File: config.mk
export PLATFORM = sky130hd
export DESIGN_NAME = pm_event_block
export DESIGN_NICKNAME = d
export VERILOG_FILES = /design/src/rtl/pm_evt_pkg.sv /design/src/rtl/pm_evt_ctrl.sv /design/src/rtl/pm_evt_timer.sv /design/src/rtl/pm_evt_datapath.sv /design/src/rtl/pm_event_block.sv
export SDC_FILE = /design/constraint.sdc
export NUM_CORES = 1
export LEC_CHECK = 0
export BUFFER_PORTS_ARGS = -buffer_cell sky130_fd_sc_hd__buf_2
export CELL_PAD_IN_SITES_DETAIL_PLACEMENT = 1
export CELL_PAD_IN_SITES_GLOBAL_PLACEMENT = 1
export CORE_ASPECT_RATIO = 1.1
export CORE_MARGIN = 1.5
export CORE_UTILIZATION = 35
export DETAILED_ROUTE_END_ITERATION = 10
export PLACE_DENSITY = 0.8
export SYNTH_ARGS = -nofsm -noshare
export SYNTH_HDL_FRONTEND = slang
export SYNTH_HIERARCHICAL = 1
export SYNTH_SLANG_ARGS = --single-unit
File: constraint.sdc
create_clock -name clk -period 7.4 [get_ports clk]
set_input_delay 2.22 -clock clk [delete_from_list [all_inputs] [get_ports clk]]
set_output_delay 2.22 -clock clk [all_outputs]
set_load 0.02 [all_outputs]
File: src/rtl/pm_evt_pkg.sv
package pm_evt_pkg;

  // Status / enable bit positions
  localparam int STS_TMR_BIT = 0;
  localparam int STS_GBL_BIT = 5;
  localparam int STS_PWR_BIT = 8;
  localparam int STS_RTC_BIT = 10;

  localparam int REG_W = 16;
  localparam int BUS_W = 32;

  localparam logic [REG_W-1:0] SCI_MASK =
      (REG_W'(1) << STS_TMR_BIT) | (REG_W'(1) << STS_GBL_BIT) |
      (REG_W'(1) << STS_PWR_BIT) | (REG_W'(1) << STS_RTC_BIT);

  // Register offsets within the low four address bits
  localparam logic [3:0] OFF_STS = 4'h0;
  localparam logic [3:0] OFF_EN  = 4'h2;
  localparam logic [3:0] OFF_CNT = 4'h4;
  localparam logic [3:0] OFF_TMR = 4'h8;

  typedef enum logic [2:0] {
    RD_NONE = 3'd0,
    RD_STS  = 3'd1,
    RD_EN   = 3'd2,
    RD_CNT  = 3'd3,
    RD_TMR  = 3'd4
  } rdSel_e;

  typedef struct packed {
    logic   wrSts;
    logic   wrEn;
    logic   wrCnt;
    rdSel_e rdSel;
  } ioStrb_t;

endpackage

File: src/rtl/pm_evt_ctrl.sv
module pm_evt_ctrl
  import pm_evt_pkg::*;
#(
  parameter int ADDR_W    = 16,
  parameter int WIN_BYTES = 64,
  parameter int SEL_BITS  = 4
) (
  input  logic              clk,
  input  logic              rstN,
  input  logic [ADDR_W-1:0] cfgIoBase,
  input  logic              cfgDecodeEn,
  input  logic [ADDR_W-1:0] ioAddr,
  input  logic              ioWrEn,
  input  logic              ioRdEn,
  input  logic              ioWide,
  output ioStrb_t           strb
);

  localparam int WIN_LSB = $clog2(WIN_BYTES);
  localparam logic [ADDR_W-1:0] WIN_MASK = ~((ADDR_W'(1) << WIN_LSB) - ADDR_W'(1));

  logic [ADDR_W-1:0] baseAddr;
  logic              winHit;
  logic [SEL_BITS-1:0] offSel;
  logic [WIN_LSB-SEL_BITS-1:0] unusedAliasBits;

  assign baseAddr = cfgIoBase & WIN_MASK;
  assign winHit   = cfgDecodeEn && ((ioAddr & WIN_MASK) == baseAddr);
  assign offSel   = ioAddr[SEL_BITS-1:0];
  assign unusedAliasBits = ioAddr[WIN_LSB-1:SEL_BITS];

  always_comb begin
    strb       = '0;
    strb.rdSel = RD_NONE;
    if (winHit) begin
      if (ioWrEn && !ioWide) begin
        case (offSel)
          OFF_STS: strb.wrSts = 1'b1;
          OFF_EN:  strb.wrEn  = 1'b1;
          OFF_CNT: strb.wrCnt = 1'b1;
          default: ;
        endcase
      end
      if (ioRdEn) begin
        if (ioWide) begin
          if (offSel == OFF_TMR) strb.rdSel = RD_TMR;
        end else begin
          case (offSel)
            OFF_STS: strb.rdSel = RD_STS;
            OFF_EN:  strb.rdSel = RD_EN;
            OFF_CNT: strb.rdSel = RD_CNT;
            default: strb.rdSel = RD_NONE;
          endcase
        end
      end
    end
  end

  AST_WR_ONEHOT: assert property (@(posedge clk) disable iff (!rstN)
    $onehot0({strb.wrSts, strb.wrEn, strb.wrCnt}));

  AST_NO_DECODE_NO_WRITE: assert property (@(posedge clk) disable iff (!rstN)
    !cfgDecodeEn |-> !(strb.wrSts || strb.wrEn || strb.wrCnt));

endmodule

File: src/rtl/pm_evt_timer.sv
module pm_evt_timer #(
  parameter int TMR_W = 24
) (
  input  logic             clk,
  input  logic             rstN,
  input  logic             tickEn,
  output logic [TMR_W-1:0] count,
  output logic             ovfPulse
);

  assign ovfPulse = tickEn && (&count);

  always_ff @(posedge clk or negedge rstN) begin
    if (!rstN)       count <= '0;
    else if (tickEn) count <= count + TMR_W'(1);
  end

  AST_TMR_STEP: assert property (@(posedge clk) disable iff (!rstN)
    tickEn |=> (count == $past(count) + TMR_W'(1)));

  AST_TMR_HOLD: assert property (@(posedge clk) disable iff (!rstN)
    !tickEn |=> $stable(count));

endmodule

File: src/rtl/pm_evt_datapath.sv
module pm_evt_datapath
  import pm_evt_pkg::*;
#(
  parameter int TMR_W = 24
) (
  input  logic             clk,
  input  logic             rstN,
  input  ioStrb_t          strb,
  input  logic [REG_W-1:0] wrData,
  input  logic             evRtc,
  input  logic             evPwrBtn,
  input  logic             evGlobalLock,
  input  logic             tickEn,
  output logic [BUS_W-1:0] rdData,
  output logic             sciLevel
);

  localparam int TMR_PAD = BUS_W - TMR_W;
  localparam int REG_PAD = BUS_W - REG_W;

  logic [REG_W-1:0] stsReg, enReg, cntReg;
  logic [REG_W-1:0] evtSet, clrMask, stsNext;
  logic [TMR_W-1:0] tmrCount;
  logic             tmrOvf;

  pm_evt_timer #(.TMR_W(TMR_W)) u_timer (
    .clk      (clk),
    .rstN     (rstN),
    .tickEn   (tickEn),
    .count    (tmrCount),
    .ovfPulse (tmrOvf)
  );

  always_comb begin
    evtSet              = '0;
    evtSet[STS_TMR_BIT] = tmrOvf;
    evtSet[STS_GBL_BIT] = evGlobalLock;
    evtSet[STS_PWR_BIT] = evPwrBtn;
    evtSet[STS_RTC_BIT] = evRtc;
    clrMask = strb.wrSts ? wrData : '0;
    // events take priority over a same-cycle clear
    stsNext = (stsReg & ~clrMask) | evtSet;
  end

  always_ff @(posedge clk or negedge rstN) begin
    if (!rstN) begin
      stsReg <= '0;
      enReg  <= '0;
      cntReg <= '0;
    end else begin
      stsReg <= stsNext;
      if (strb.wrEn)  enReg  <= wrData;
      if (strb.wrCnt) cntReg <= wrData;
    end
  end

  assign sciLevel = |(stsReg & enReg & SCI_MASK);

  always_comb begin
    case (strb.rdSel)
      RD_STS:  rdData = {{REG_PAD{1'b0}}, stsReg};
      RD_EN:   rdData = {{REG_PAD{1'b0}}, enReg};
      RD_CNT:  rdData = {{REG_PAD{1'b0}}, cntReg};
      RD_TMR:  rdData = {{TMR_PAD{1'b0}}, tmrCount};
      default: rdData = '0;
    endcase
  end

  AST_OVF_SETS_STS: assert property (@(posedge clk) disable iff (!rstN)
    tmrOvf |=> stsReg[STS_TMR_BIT]);

  AST_EVT_BEATS_CLR: assert property (@(posedge clk) disable iff (!rstN)
    (evRtc && strb.wrSts) |=> stsReg[STS_RTC_BIT]);

  AST_SCI_RISE_CAUSE: assert property (@(posedge clk) disable iff (!rstN)
    $rose(sciLevel) |-> ($past(strb.wrEn) || $past(|evtSet)));

  AST_SCI_FALL_CAUSE: assert property (@(posedge clk) disable iff (!rstN)
    $fell(sciLevel) |-> $past(strb.wrSts || strb.wrEn));

endmodule

File: src/rtl/pm_event_block.sv
module pm_event_block
  import pm_evt_pkg::*;
#(
  parameter int ADDR_W    = 16,
  parameter int WIN_BYTES = 64,
  parameter int TMR_W     = 24
) (
  input  logic              clk,
  input  logic              rstN,
  input  logic [ADDR_W-1:0] cfgIoBase,
  input  logic              cfgDecodeEn,
  input  logic [ADDR_W-1:0] ioAddr,
  input  logic              ioWrEn,
  input  logic              ioRdEn,
  input  logic              ioWide,
  input  logic [15:0]       ioWrData,
  output logic [31:0]       ioRdData,
  input  logic              evRtc,
  input  logic              evPwrBtn,
  input  logic              evGlobalLock,
  input  logic              tickEn,
  output logic              sciLevel
);

  ioStrb_t strb;

  pm_evt_ctrl #(
    .ADDR_W    (ADDR_W),
    .WIN_BYTES (WIN_BYTES),
    .SEL_BITS  (4)
  ) u_ctrl (
    .clk         (clk),
    .rstN        (rstN),
    .cfgIoBase   (cfgIoBase),
    .cfgDecodeEn (cfgDecodeEn),
    .ioAddr      (ioAddr),
    .ioWrEn      (ioWrEn),
    .ioRdEn      (ioRdEn),
    .ioWide      (ioWide),
    .strb        (strb)
  );

  pm_evt_datapath #(.TMR_W(TMR_W)) u_dp (
    .clk          (clk),
    .rstN         (rstN),
    .strb         (strb),
    .wrData       (ioWrData),
    .evRtc        (evRtc),
    .evPwrBtn     (evPwrBtn),
    .evGlobalLock (evGlobalLock),
    .tickEn       (tickEn),
    .rdData       (ioRdData),
    .sciLevel     (sciLevel)
  );

  AST_WIDE_WR_IGNORED: assert property (@(posedge clk) disable iff (!rstN)
    (ioWrEn && ioWide) |-> !(strb.wrSts || strb.wrEn || strb.wrCnt));

  AST_OFF_READS_ZERO: assert property (@(posedge clk) disable iff (!rstN)
    (ioRdEn && !cfgDecodeEn) |-> (ioRdData == 32'h0));

endmodule

==> flow_summary.ini <==
[cts]
cts_setup_buffers = 0
clkLatencyLatePin_ns = 0.33
clockRootBuffer = clkbuf_16
clock_sink_count = 72
cts_tree = done
cts_resized = 0
path_clk_slew_ns = 0.05
ctsHtreeMaxLevel = 3
cts_buffers = 9
hold_buffers = 0
clk_path_buf_depth = 2

[floorplan]
core_um2 = 10400
initial_core_util = 0.361
die_h_um = 112
die_area_um2 = 11300
core.rowCount = 39
die_x_um = 102
io_pins = 91

[global_route]
grt-busiest-layer = met2
met2_usage = 0.313
antenna_found_initial = 1
grt.met3_usage = 0.0603
grt_pass1_wl_um = 16100
track_usage = 0.187
grt_start_max_net_pins = 73
grt_overflow = 0
grt_pass1_vias = 3127
met1_usage = 0.221

[logic_synthesis]
yosys.area.top_type = dfrtp_1
avgSynthCellArea_um2 = 11.6
synthTopCellsByArea = dfrtp_1 48%, mux2_2 9.9%, xnor2_1 7.0%
ys_types = 39
ys_seq_area_frac = 0.481
syn_area_um2 = 3750
syn_inst = 323
synth-seq-cells = 72
synth_top_area_share = 0.481
yosysWarnings = 6

[cells_and_area]
final_nets = 461
fin_area_um2 = 4610
final_cell_mix = 74 x buf_2, 72 x dfrtp_1, 33 x mux2_2
syn2layout_area_growth_pct = 23.1
drive_above_1_share = 0.359
antenna_cells = 0
final_common_cell = buf_2

[power_and_ir_drop]
p_leak_nw = 2.11
pwr-share-comb = 0.079
powerDensity_nw_per_um2 = 211
irDropWorstVdd_uv = 87.0
power_frac_seq = 0.455
power.internal_mw = 0.744
swShare = 0.234
p_clk_frac = 0.466
power.switching_mw = 0.227

[critical_path]
arrival_ns = 4.44
path_common_cell = buf_2
cp.required_ns = 5.18
critPathCaptureType = output port
max_stage_delay_ns = 0.47
cp_max_fo = 35
crit_path_top_delay_cell = nor4_2
path_cells = buf_2 > xnor2_1 > nand4_1 > nor4_2 > buf_12 > nand2b_1 > buf_4 > o221ai_1 > buf_2
setup.worst_path.class = in2out
r2r_slack_ns = 5.71
worst_setup_path_start_kind = input pin

[hold_path]
hold_class = reg2reg

[placed_design]
port_buffers = 74
gp_congestion = 0.737
place_area_um2 = 4300
dp.final_hpwl_um = 6820
post-place-ws_ns = 0.772

[timing]
setup_viol = 0
max_freq_mhz = 150
setup_tns_ns = 0
drv_slew = 0
finalCriticalPeriod_ns = 6.66
hold_violations = 0
slew_headroom = 0.392
min_period_over_period = 0.900
tightest_slew_ns = 0.912
fin_skew_ns = 0.00837
holdWs_ns = 0.488
rsz0062_at_grt = false
fin_ws_ns = 0.739

[routing]
routedWlPerCell_um = 18.3
drc = 0
routed_wl_um = 10000
antenna_left = 0
viasPerCell = 5.23
drt-initial-drc-count = 106
vias = 2877
drtPass1Iterations = 4

[status]
outcome = complete, no violations

[run]
drv_cap = 0
## metal layers
metal,routed length (µm),vias up
li1,-,1314
met3,597,17
met1,4080,1466
met2,5170,78
met5,13,-
met4,182,2
## kinds of logic (layout without fill, tap and decap cells)
kind of cell               after synthesis  after routing  share of synthesized area
AOI/OAI and AO/OA                       35             35                     0.0741
muxes                                   49             49                      0.142
and+or+nand+nor                        108            108                      0.181
buffers and inverters                   23            100                     0.0384
DFF                                     72             72                      0.481
xor gates and xnor gates                34             34                     0.0794
other                                    1              8                    0.00100
adders and majority gates                1              1                    0.00334
## power groups by stage
stage	combinational, mW	sequential, mW	clock, mW
2_1_floorplan	0.0456	0.440	0
3_3_place_gp	0.0714	0.446	0
3_5_place_dp	0.0763	0.449	0
4_1_cts	0.0779	0.442	0.465
5_1_grt	0.0845	0.445	0.480
6_report	0.0768	0.442	0.452
## worst paths after layout
kind | from | end | cells past startpoint
max | cfgIoBase[12] | ioRdData[13] | 9
min | u_dp/u_timer/count[21]$_DFFE_PN0P_ | u_dp/u_timer/count[21]$_DFFE_PN0P_ | 1
max reg2reg | u_dp/u_timer/count[2]$_DFFE_PN0P_ | u_dp/u_timer/count[9]$_DFFE_PN0P_ | 4
min reg2reg | u_dp/u_timer/count[21]$_DFFE_PN0P_ | u_dp/u_timer/count[21]$_DFFE_PN0P_ | 1
max in group asynchronous | rstN | u_dp/u_timer/count[20]$_DFFE_PN0P_ | 2
min in group asynchronous | rstN | u_dp/enReg[1]$_DFFE_PN0P_ | 2
## per-stage QoR
stage                      util  instances  total power [mW]
after floorplan               -        330             0.486
after global placement    0.413        534             0.518
after detailed placement  0.413        534             0.525
after CTS                 0.444        550             0.985
after global routing      0.444        550              1.01
final                     0.444        550             0.972
## registers in the layout, summed over array words and instances, names as in the netlist
name / cells
u_dp/stsReg: 16
u_dp/enReg: 16
u_dp/u_timer/count: 24
u_dp/cntReg: 16
## critical path, delay by kind of cell
family / cells / cell delay [ns]
simple gates: 3 / 1.04
buf+inv: 4 / 0.82
compound gates: 1 / 0.21
xor+xnor: 1 / 0.15
## synth_stat cells
| cell type | number |
|---|---|
| nand2b_4 | 1 |
| clkbuf_2 | 1 |
| nand4_4 | 1 |
| a21boi_0 | 12 |
| buf_2 | 9 |
| mux2i_1 | 16 |
| and4_1 | 2 |
| nor2_2 | 2 |
| nor3b_2 | 2 |
| and3_1 | 7 |
| clkbuf_1 | 2 |
| a22oi_1 | 2 |
| xnor2_1 | 30 |
| dfrtp_1 | 72 |
| xor2_1 | 4 |
| nand3_1 | 25 |
| nand3b_1 | 2 |
| a21o_1 | 4 |
| nor4b_2 | 1 |
| nor2_1 | 5 |
| and2_1 | 8 |
| conb_1 | 1 |
| nor4bb_1 | 1 |
| nor4_2 | 1 |
| o221ai_1 | 15 |
| ha_1 | 1 |
| buf_8 | 1 |
| nand2b_2 | 1 |
| a31oi_1 | 1 |
| nand4_1 | 9 |
| nand2b_1 | 17 |
| or4_1 | 3 |
| nand2_1 | 14 |
| mux2_2 | 33 |
| nor4_4 | 1 |
| buf_4 | 9 |
| o21ai_1 | 1 |
| nor4_1 | 5 |
| inv_1 | 1 |
## final cells by class
cell class / count / area, µm²
clock buffer: 14 / 284
clock inverter: 2 / 35.0
fill: 1140 / 5780
inverter: 1 / 3.75
multi-input combinational: 235 / 1860
sequential: 72 / 1800
tap: 143 / 179
timing repair buffer: 83 / 450
Note: power is estimated with default switching activity, not from simulation.
